===== src/rtl/segXlatePkg.sv =====
package segXlatePkg;
  localparam int LIN_W = 32;
  localparam int SEL_W = 16;

  typedef enum logic [2:0] {
    ST_IDLE,
    ST_REQ_LO,
    ST_WAIT_LO,
    ST_REQ_HI,
    ST_WAIT_HI
  } loadStateT;

  // Strobes from control to datapath
  typedef struct packed {
    logic startLoad;  // latch selector, register number, entry address
    logic takeLo;     // capture low descriptor word
    logic hiBeat;     // second read in flight: address + 4
    logic commit;     // high word present: write the cache
  } loadStrobeT;

  typedef struct packed {
    logic [LIN_W-1:0] base;
    logic [19:0]      limit;
    logic [11:0]      attr;   // {flag nibble, access byte}; attr[11] = granularity
    logic [1:0]       rpl;
  } descCacheT;
endpackage


===== src/rtl/segLoadCtrl.sv =====
module segLoadCtrl
  import segXlatePkg::*;
(
  input  logic       clk,
  input  logic       rstN,
  input  logic       selWrEn,
  input  logic       idxOk,
  input  logic       entryOk,
  input  logic       memValid,
  output loadStrobeT strobes,
  output logic       memReq,
  output logic       loadBusy,
  output logic       loadFault
);
  loadStateT state, nextState;
  logic      acceptWr;

  assign acceptWr = (state == ST_IDLE) && selWrEn && idxOk;

  always_comb begin
    nextState = state;
    strobes   = '0;
    memReq    = 1'b0;
    case (state)
      ST_IDLE: begin
        if (acceptWr && entryOk) begin
          strobes.startLoad = 1'b1;
          nextState = ST_REQ_LO;
        end
      end
      ST_REQ_LO: begin
        memReq = 1'b1;
        nextState = ST_WAIT_LO;
      end
      ST_WAIT_LO: begin
        if (memValid) begin
          strobes.takeLo = 1'b1;
          nextState = ST_REQ_HI;
        end
      end
      ST_REQ_HI: begin
        memReq = 1'b1;
        strobes.hiBeat = 1'b1;
        nextState = ST_WAIT_HI;
      end
      ST_WAIT_HI: begin
        if (memValid) begin
          strobes.commit = 1'b1;
          nextState = ST_IDLE;
        end
      end
      default: nextState = ST_IDLE;
    endcase
  end

  always_ff @(posedge clk) begin
    if (!rstN) begin
      state     <= ST_IDLE;
      loadFault <= 1'b0;
    end else begin
      state     <= nextState;
      loadFault <= acceptWr && !entryOk;
    end
  end

  assign loadBusy = (state != ST_IDLE);

  AST_REQ_SINGLE: assert property (@(posedge clk) disable iff (!rstN)
    memReq |=> !memReq);
  AST_LOAD_END_BEAT: assert property (@(posedge clk) disable iff (!rstN)
    $fell(loadBusy) |-> $past(memValid));
  AST_FAULT_NO_FETCH: assert property (@(posedge clk) disable iff (!rstN)
    loadFault |-> !memReq && !loadBusy);
  AST_DROP_WHEN_BUSY: assert property (@(posedge clk) disable iff (!rstN)
    (loadBusy && selWrEn) |=> !loadFault);
endmodule


===== src/rtl/segDatapath.sv =====
module segDatapath
  import segXlatePkg::*;
#(
  parameter int NUM_SEG = 6,
  parameter int IDX_W   = $clog2(NUM_SEG)
) (
  input  logic             clk,
  input  logic             rstN,
  input  loadStrobeT       strobes,
  input  logic             loadBusy,
  input  logic [IDX_W-1:0] selWrIdx,
  input  logic [SEL_W-1:0] selWrData,
  input  logic [LIN_W-1:0] gdtBase,
  input  logic [SEL_W-1:0] gdtLimit,
  input  logic [LIN_W-1:0] ldtBase,
  input  logic [SEL_W-1:0] ldtLimit,
  input  logic [31:0]      memData,
  output logic             idxOk,
  output logic             entryOk,
  output logic [LIN_W-1:0] memAddr,
  input  logic             xlReq,
  input  logic [IDX_W-1:0] xlIdx,
  input  logic [LIN_W-1:0] xlOffset,
  output logic             xlValid,
  output logic             xlFault,
  output logic             xlBusy,
  output logic [LIN_W-1:0] xlAddr,
  output logic [11:0]      xlAttr,
  output logic [1:0]       xlRpl
);
  localparam int GRAN_SHIFT = 12;

  // Selector decode and table bound check
  logic [LIN_W-1:0] tblBase, entryAddr;
  logic [SEL_W-1:0] tblLimit, entryEnd;

  assign tblBase   = selWrData[2] ? ldtBase  : gdtBase;
  assign tblLimit  = selWrData[2] ? ldtLimit : gdtLimit;
  assign entryEnd  = {selWrData[SEL_W-1:3], 3'b111};
  assign entryOk   = (entryEnd <= tblLimit);
  assign idxOk     = (32'(selWrIdx) < NUM_SEG);
  assign entryAddr = tblBase + LIN_W'({selWrData[SEL_W-1:3], 3'b000});

  // Fill registers
  logic [IDX_W-1:0] loadIdxQ;
  logic [LIN_W-1:0] entryAddrQ;
  logic [1:0]       rplQ;
  logic [31:0]      loWordQ;

  always_ff @(posedge clk) begin
    if (!rstN) begin
      loadIdxQ   <= '0;
      entryAddrQ <= '0;
      rplQ       <= '0;
      loWordQ    <= '0;
    end else begin
      if (strobes.startLoad) begin
        loadIdxQ   <= selWrIdx;
        entryAddrQ <= entryAddr;
        rplQ       <= selWrData[1:0];
      end
      if (strobes.takeLo) loWordQ <= memData;
    end
  end

  assign memAddr = entryAddrQ + (strobes.hiBeat ? LIN_W'(4) : LIN_W'(0));

  // Reassemble scattered fields
  descCacheT newDesc;
  always_comb begin
    newDesc.base  = {memData[31:24], memData[7:0], loWordQ[31:16]};
    newDesc.limit = {memData[19:16], loWordQ[15:0]};
    newDesc.attr  = {memData[23:20], memData[15:8]};
    newDesc.rpl   = rplQ;
  end

  descCacheT cacheQ [NUM_SEG];

  for (genvar g = 0; g < NUM_SEG; g++) begin : g_cache
    always_ff @(posedge clk) begin
      if (!rstN) cacheQ[g] <= '0;
      else if (strobes.commit && (loadIdxQ == IDX_W'(g))) cacheQ[g] <= newDesc;
    end
  end

  // Translation
  descCacheT        selDesc;
  logic             xlIdxOk, overLimit, busyHit;
  logic [LIN_W-1:0] effLimit;

  always_comb begin
    selDesc = '0;
    for (int i = 0; i < NUM_SEG; i++)
      if (xlIdx == IDX_W'(i)) selDesc = cacheQ[i];
  end

  assign xlIdxOk   = (32'(xlIdx) < NUM_SEG);
  assign effLimit  = selDesc.attr[11] ? {selDesc.limit, {GRAN_SHIFT{1'b1}}}
                                      : {{GRAN_SHIFT{1'b0}}, selDesc.limit};
  assign overLimit = (xlOffset > effLimit);
  assign busyHit   = loadBusy && (xlIdx == loadIdxQ);

  always_ff @(posedge clk) begin
    if (!rstN) begin
      xlValid <= 1'b0;
      xlFault <= 1'b0;
      xlBusy  <= 1'b0;
      xlAddr  <= '0;
      xlAttr  <= '0;
      xlRpl   <= '0;
    end else begin
      xlValid <= xlReq && !busyHit && xlIdxOk && !overLimit;
      xlFault <= xlReq && !busyHit && (!xlIdxOk || overLimit);
      xlBusy  <= xlReq && busyHit;
      xlAddr  <= selDesc.base + xlOffset;
      xlAttr  <= selDesc.attr;
      xlRpl   <= selDesc.rpl;
    end
  end

  AST_ONE_OUTCOME: assert property (@(posedge clk) disable iff (!rstN)
    $onehot0({xlValid, xlFault, xlBusy}));
  AST_NO_SPURIOUS: assert property (@(posedge clk) disable iff (!rstN)
    (xlValid || xlFault || xlBusy) |-> $past(xlReq));
  AST_BUSY_SAME_REG: assert property (@(posedge clk) disable iff (!rstN)
    xlBusy |-> ($past(xlIdx) == loadIdxQ) && $past(loadBusy));
  AST_CACHE_STABLE_IDLE: assert property (@(posedge clk) disable iff (!rstN)
    !$past(loadBusy) |-> $stable(loWordQ));
endmodule


===== src/rtl/segTranslate.sv =====
module segTranslate
  import segXlatePkg::*;
#(
  parameter int NUM_SEG = 6,
  parameter int IDX_W   = $clog2(NUM_SEG)
) (
  input  logic             clk,
  input  logic             rstN,
  input  logic             selWrEn,
  input  logic [IDX_W-1:0] selWrIdx,
  input  logic [SEL_W-1:0] selWrData,
  input  logic [LIN_W-1:0] gdtBase,
  input  logic [SEL_W-1:0] gdtLimit,
  input  logic [LIN_W-1:0] ldtBase,
  input  logic [SEL_W-1:0] ldtLimit,
  output logic             memReq,
  output logic [LIN_W-1:0] memAddr,
  input  logic             memValid,
  input  logic [31:0]      memData,
  output logic             loadBusy,
  output logic             loadFault,
  input  logic             xlReq,
  input  logic [IDX_W-1:0] xlIdx,
  input  logic [LIN_W-1:0] xlOffset,
  output logic             xlValid,
  output logic             xlFault,
  output logic             xlBusy,
  output logic [LIN_W-1:0] xlAddr,
  output logic [11:0]      xlAttr,
  output logic [1:0]       xlRpl
);
  loadStrobeT strobes;
  logic       idxOk, entryOk;

  segLoadCtrl u_ctrl (
    .clk      (clk),
    .rstN     (rstN),
    .selWrEn  (selWrEn),
    .idxOk    (idxOk),
    .entryOk  (entryOk),
    .memValid (memValid),
    .strobes  (strobes),
    .memReq   (memReq),
    .loadBusy (loadBusy),
    .loadFault(loadFault)
  );

  segDatapath #(.NUM_SEG(NUM_SEG), .IDX_W(IDX_W)) u_dp (
    .clk      (clk),
    .rstN     (rstN),
    .strobes  (strobes),
    .loadBusy (loadBusy),
    .selWrIdx (selWrIdx),
    .selWrData(selWrData),
    .gdtBase  (gdtBase),
    .gdtLimit (gdtLimit),
    .ldtBase  (ldtBase),
    .ldtLimit (ldtLimit),
    .memData  (memData),
    .idxOk    (idxOk),
    .entryOk  (entryOk),
    .memAddr  (memAddr),
    .xlReq    (xlReq),
    .xlIdx    (xlIdx),
    .xlOffset (xlOffset),
    .xlValid  (xlValid),
    .xlFault  (xlFault),
    .xlBusy   (xlBusy),
    .xlAddr   (xlAddr),
    .xlAttr   (xlAttr),
    .xlRpl    (xlRpl)
  );
endmodule


===== config.mk =====
export PLATFORM = sky130hd
export DESIGN_NAME = segTranslate
export DESIGN_NICKNAME = d
export VERILOG_FILES = /design/src/rtl/segXlatePkg.sv /design/src/rtl/segLoadCtrl.sv /design/src/rtl/segDatapath.sv /design/src/rtl/segTranslate.sv
export SDC_FILE = /design/constraint.sdc
export NUM_CORES = 1
export LEC_CHECK = 0
export ABC_AREA = 1
export BUFFER_PORTS_ARGS = -buffer_cell sky130_fd_sc_hd__buf_4
export CAP_MARGIN = 25
export CORE_ASPECT_RATIO = 0.5
export CORE_MARGIN = 3
export CORE_UTILIZATION = 26
export DETAILED_ROUTE_END_ITERATION = 7
export PLACE_DENSITY = 0.48
export SYNTH_ARGS = -nofsm -noshare
export SYNTH_HDL_FRONTEND = slang
export SYNTH_SLANG_ARGS = --single-unit

===== constraint.sdc =====
create_clock -name clk -period 14.5 [get_ports clk]
set_input_delay 0.725 -clock clk [delete_from_list [all_inputs] [get_ports clk]]
set_output_delay 0.725 -clock clk [all_outputs]
set_load 0.05 [all_outputs]

==> run metrics, run 1 <==
Num CTS Buffers=55; Max IR drop VDD=0.0000978 V; Final Cycle Share=0.350; CTS Sinks=518; Setup-failing EPs final=0; FF-to-FF Start=u_dp.loadIdxQ[0]; Core Area=0.0990 mm2; hold crit path type=input port to register; r2r endpoint=u_dp.cacheQ[2][111]; clock skew=0.0585 ns; Post-Place Cells=4501; Largest stage delay, worst path=0.67 ns; max-cap viol count=0; synth unique cells=51; multi-input logic area=0.0104 mm2; Ys Warns=0; fin. max-slew vios=0; Seq/Total Area, Yosys=0.545; final instance area=0.0316 mm2; Min-Delay Path Depth=3; Yosys reg bits=518; Worst-path clk slew=0.07 ns; FP Rows=81; GRT Resource Usage Total=0.176; vias in the first global route=21.7k; post-place setup slack=8.87 ns; met3 Usage GRT=0.0265; CTS Hold Buffers Added=0; Buffers & Inverters on Critical Path=8; final hold violations=0; crit-path most repeated cell=nand2_1; Nets=3513; cells on worst reg2reg path=6; status=completed; Worst Setup End Kind=register; Post-Place Cell Area=0.0296 mm2; dpl hpwl=61700 um; GRT overflow=0; leakage=13.2 nW; hold endpoint=u_dp.xlBusy; initial DRC count=1766; largest net degree at the start of global routing=70; crit path DAT=5.56 ns; IO Pins=271; fin util=0.320; grt peak-use layer=met2; input/output buffers=270; Post-CTS Repair Setup Buffers=0; critical path's top delay family=buffers and inverters; Initial Utilization=0.266; post-CTS sizing=0; initial antenna violation count=2; Fin Setup TNS=0 ns; share of cells above drive strength 1=0.141; Rel. slew slack=0.287; Post-Syn Instances=3007; Mean Syn Cell Area=8.75 um2; PwrDens=129 mW/mm2; chip width=456 um; worst-skew pair later-pin latency=0.64 ns; DRT Pass-1 Iters=5; Worst Slack Setup Final=9.42 ns; filler cell count=10.4k; number of remaining DRC errors=0; flop-to-flop setup slack=11.68 ns; Root Driver=clkbuf_16; worst-path maximum fanout=47; Detail Route Antenna Nets=0; mapped cell area=0.0263 mm2; Area Growth Syn to Fin=20.4%; routed via count=21.7k; first-pass GRT wire length=140000 um; met1 usage=0.233; Max Fclk=0.197 GHz; RSZ-0062 raised after global routing=false; data required time at the worst endpoint=14.98 ns; via density per instance=4.71; Worst Tran Pin Value=1.07 ns; WL/cell=20.6 um; crit start category=input port; Non-Filler Instances=4609; FF/Latch Area=0.0143 mm2; overall power=4.07 mW; CTS H-tree lvls=2; CTS max path bufs=3; Mapped Nets=3287; Worst Hold Launch=xlReq; GRT met2 Usage=0.297; WS Path Type=input port to register; min cycle time layout=5.08 ns; WL final=94800 um; critical path's slowest cell=buf_4; Hold WS=0.325 ns; CTS tree=done; Die ar.=0.105 mm2; Final Wtd Congestion=0.899; Die Ht=231 um
## worst min-delay path: stages
cell and delay [ns]:
buf_4 0.11, nand2_1 0.05, nor2_1 0.04
## how the worst max path moves through the flow
stage                     slack, ns  depth (start not counted)      from                  end
after global routing           9.15                         25  xlIdx[2]         u_dp.xlValid
after global placement         8.89                         25  xlIdx[2]         u_dp.xlValid
after CTS                      9.48                         25  xlIdx[2]         u_dp.xlValid
after detailed placement       8.87                         25  xlIdx[2]         u_dp.xlValid
after floorplan                8.25                          4  memValid  u_dp.cacheQ[0][100]
final                          9.42                         25  xlIdx[2]         u_dp.xlValid
## placed cells by master, fill, tap and decap left out, drive strengths merged, types with 12 or more instances in the layout
master,netlist,routed
dfxtp,122,122
or2,17,17
nor3,16,16
buf,79,304
a21oi,175,175
ha,91,91
clkbuf,56,75
xnor2,14,14
mux2i,12,12
clkinv,0,19
nor2,586,586
edfxtp,396,396
nand4,50,50
inv,255,258
nand3,166,166
nand2,740,740
xor2,32,32
a221oi,20,20
a221o,13,13
o21ai,100,100
## layer usage
metal | part of all wire | routed length, um
met3 | 0.058 | 5460
met1 | 0.45 | 42400
met4 | 0.030 | 2880
met2 | 0.47 | 44100
met5 | 0 | 0
## cell type report
| cell class | instances | share of cell area |
|---|---|---|
| antenna | 1 | 0.0000791 |
| clock buffer | 75 | 0.0497 |
| clock inverter | 29 | 0.0111 |
| inverter | 255 | 0.0304 |
| multi-input combinational | 2099 | 0.329 |
| sequential | 518 | 0.453 |
| tap | 1328 | 0.0525 |
| timing repair buffer | 304 | 0.0744 |
## sequential cells by signal (all words and copies together) (netlist names), 2 cells and up
signal / count
u_dp.loadIdxQ: 3
u_ctrl.state: 3
u_dp.entryAddrQ: 32
u_dp.loWordQ: 32
u_dp.xlRpl: 2
u_dp.xlAddr: 32
u_dp.rplQ: 2
u_dp.xlAttr: 12
u_dp.cacheQ: 396
## power by group
part           internal, mW  switching, mW
sequential             1.69         0.0553
combinational         0.235          0.589
clock                 0.873          0.632
total                  2.80           1.28
## synth_stat cells (all sizes together)
master | n | share of area
a21boi | 1 | 0.00029
a21o | 3 | 0.00086
a21oi | 175 | 0.034
a221o | 13 | 0.0049
a221oi | 20 | 0.0069
a22oi | 8 | 0.0023
a31oi | 7 | 0.0017
a41oi | 8 | 0.0027
and2 | 5 | 0.0012
and3 | 7 | 0.0017
buf | 79 | 0.017
clkbuf | 56 | 0.0080
dfxtp | 122 | 0.093
edfxtp | 396 | 0.45
fa | 2 | 0.0015
ha | 91 | 0.043
inv | 255 | 0.036
mux2i | 12 | 0.0046
nand2 | 740 | 0.11
nand3 | 166 | 0.032
nand3b | 8 | 0.0023
nand4 | 50 | 0.012
nor2 | 586 | 0.086
nor3 | 16 | 0.0045
nor4 | 4 | 0.00095
o211ai | 2 | 0.00076
o21a | 6 | 0.0017
o21ai | 100 | 0.019
o21bai | 6 | 0.0017
or2 | 17 | 0.0040
xnor2 | 14 | 0.0047
xor2 | 32 | 0.011
## cells by family after synthesis
kind of cell | Yosys count | synth area share
mux | 12 | 0.00457
simple gates | 1599 | 0.252
buf+inv | 390 | 0.0615
compound gates | 349 | 0.0767
fa+ha+maj | 93 | 0.0448
xor+xnor | 46 | 0.0153
flops | 518 | 0.545
Power figures use the tool's default switching activity.
==> inputs of run 2 (changes only) <==
==> constraint.sdc (replaced) <==
create_clock -name clk -period 4.7 [get_ports clk]
set_input_delay 0.235 -clock clk [delete_from_list [all_inputs] [get_ports clk]]
set_output_delay 0.235 -clock clk [all_outputs]
set_load 0.05 [all_outputs]
==> run metrics, run 2 (synthesis results as in run 1) <==
CTS H-tree lvls=2; Max IR drop VDD=0.000276 V; GRT Resource Usage Total=0.175; data required time at the worst endpoint=5.22 ns; Fin Setup TNS=0 ns; clock skew=0.0582 ns; Root Driver=clkbuf_16; Non-Filler Instances=4663; largest net degree at the start of global routing=71; PwrDens=394 mW/mm2; Worst Setup End Kind=register; min cycle time layout=3.75 ns; Setup-failing EPs final=0; worst-path maximum fanout=27; number of remaining DRC errors=0; initial antenna violation count=0; CTS max path bufs=3; Detail Route Antenna Nets=0; Worst Tran Pin Value=1.09 ns; CP Cell Sequence=dlygate4sd3_1 -> buf_4 -> inv_2 -> nand3_1 -> inv_2 -> nand2_1 -> o211ai_1 -> nor2_1 -> o211ai_2 -> inv_2 -> or2_2 -> ha_1 -> nand2_1 -> nor2_1 -> nand2_1 -> nor2_1 -> nand2_1 -> nand2_1 -> nand2_1 -> nand2_1 -> nor2_1; DRT Pass-1 Iters=5; first-pass GRT wire length=139000 um; post-place setup slack=0.851 ns; Nets=3569; post-CTS sizing=0; fin. max-slew vios=0; Net Sw Frac=0.307; Rel. slew slack=0.274; Combinational Power Share=0.202; CTS Sinks=518; Hold WS=0.0232 ns; CTS tree=done; GRT overflow=0; Post-Place Cells=4517; Area Growth Syn to Fin=22.8%; dpl hpwl=62900 um; Largest Register=u_dp.cacheQ; Largest stage delay, worst path=0.60 ns; max-cap viol count=0; FP Rows=81; GRT met2 Usage=0.296; via density per instance=4.75; initial DRC count=1846; WL final=94800 um; Num CTS Buffers=54; worst-skew pair later-pin latency=0.64 ns; leakage=13.5 nW; critical path's top delay family=buffers and inverters; overall power=12.7 mW; Post-CTS Repair Setup Buffers=0; Worst Slack Setup Final=0.951 ns; IO Pins=271; Psw=3.91 mW; Die ar.=0.105 mm2; Reg power frac=0.422; Final Wtd Congestion=0.895; share of cells above drive strength 1=0.142; Final Cycle Share=0.798; Max Fclk=0.267 GHz; most frequent cells in the layout=725 x nand2_1, 573 x nor2_1, 396 x edfxtp_1; WS Path Type=input port to register; chip width=456 um; Post-Place Cell Area=0.0299 mm2; Die Ht=231 um; status=completed; routed via count=22.2k; Initial Utilization=0.266; input/output buffers=270; Largest register FFs=396; grt peak-use layer=met2; hold crit path type=input port to register; WL/cell=20.3 um; crit start category=input port; CTS Hold Buffers Added=44; met3 Usage GRT=0.0231; vias in the first global route=21.2k; crit-path most repeated cell=nand2_1; Worst-path clk slew=0.07 ns; Internal Power=8.82 mW; RSZ-0062 raised after global routing=false; ant diodes=0; Clk pwr share=0.376; most common cell after layout, fill and taps aside=nand2_1; Buffers & Inverters on Critical Path=5; final hold violations=0; critical path's slowest cell=inv_2; crit path DAT=4.27 ns; fin util=0.326; met1 usage=0.237; Core Area=0.0990 mm2; final instance area=0.0323 mm2
==> run 2: changes by cell type in the layout (fill, tap and decap cells not counted), sizes merged <==
cell / previous run / this run
clkinvlp: 1 / 0
inv: 258 / 256
bufinv: 6 / 10
dlygate4sd3: 0 / 44
diode: 1 / 0
clkbuf: 75 / 76
clkinv: 19 / 15
buf: 304 / 317
==> run 2: power groups by stage <==
stage               combinational [mW]  clock, mW  sequential (mW)
floorplan                         1.44          0             5.60
global placement                  2.52          0             5.47
detailed placement                2.54          0             5.48
CTS                               2.58       4.85             5.38
global route                      2.80       5.05             5.41
finish                            2.57       4.78             5.38
==> run 2: worst paths after layout <==
kind	from	endpoint	slack (ns)	cells past startpoint
worst min-delay path	xlIdx[1]	u_dp.xlFault	0.02	3
worst max-delay path	xlIdx[2]	u_dp.xlValid	0.95	21
worst min register to register	u_dp.entryAddrQ[0]	u_dp.entryAddrQ[0]	0.47	2
worst max register to register	u_dp.cacheQ[0][37]	u_dp.xlAddr[18]	1.86	16
==> run 2: worst reg2reg max path, delay by kind of cell (launching register included) <==
| family | cells | cell delay (ns) |
|---|---|---|
| fa+ha+maj | 1 | 0.43 |
| compound gates | 2 | 0.59 |
| simple gates | 13 | 1.34 |
| flops | 1 | 0.36 |
==> run 2: area by class of cell <==
| type | instances | area [um2] |
|---|---|---|
| Clock buffer | 76 | 1540 |
| Clock inverter | 26 | 439 |
| Fill cell | 10300 | 66700 |
| Inverter | 255 | 958 |
| Multi-Input combinational cell | 2099 | 10400 |
| Sequential cell | 518 | 14300 |
| Tap cell | 1328 | 1660 |
| Timing Repair Buffer | 361 | 2940 |
==> run 2: layer usage <==
| layer | share of wire | wire length, um |
|---|---|---|
| met5 | 0 | 0 |
| met4 | 0.023 | 2160 |
| met3 | 0.058 | 5530 |
| met2 | 0.47 | 44800 |
| met1 | 0.45 | 42300 |
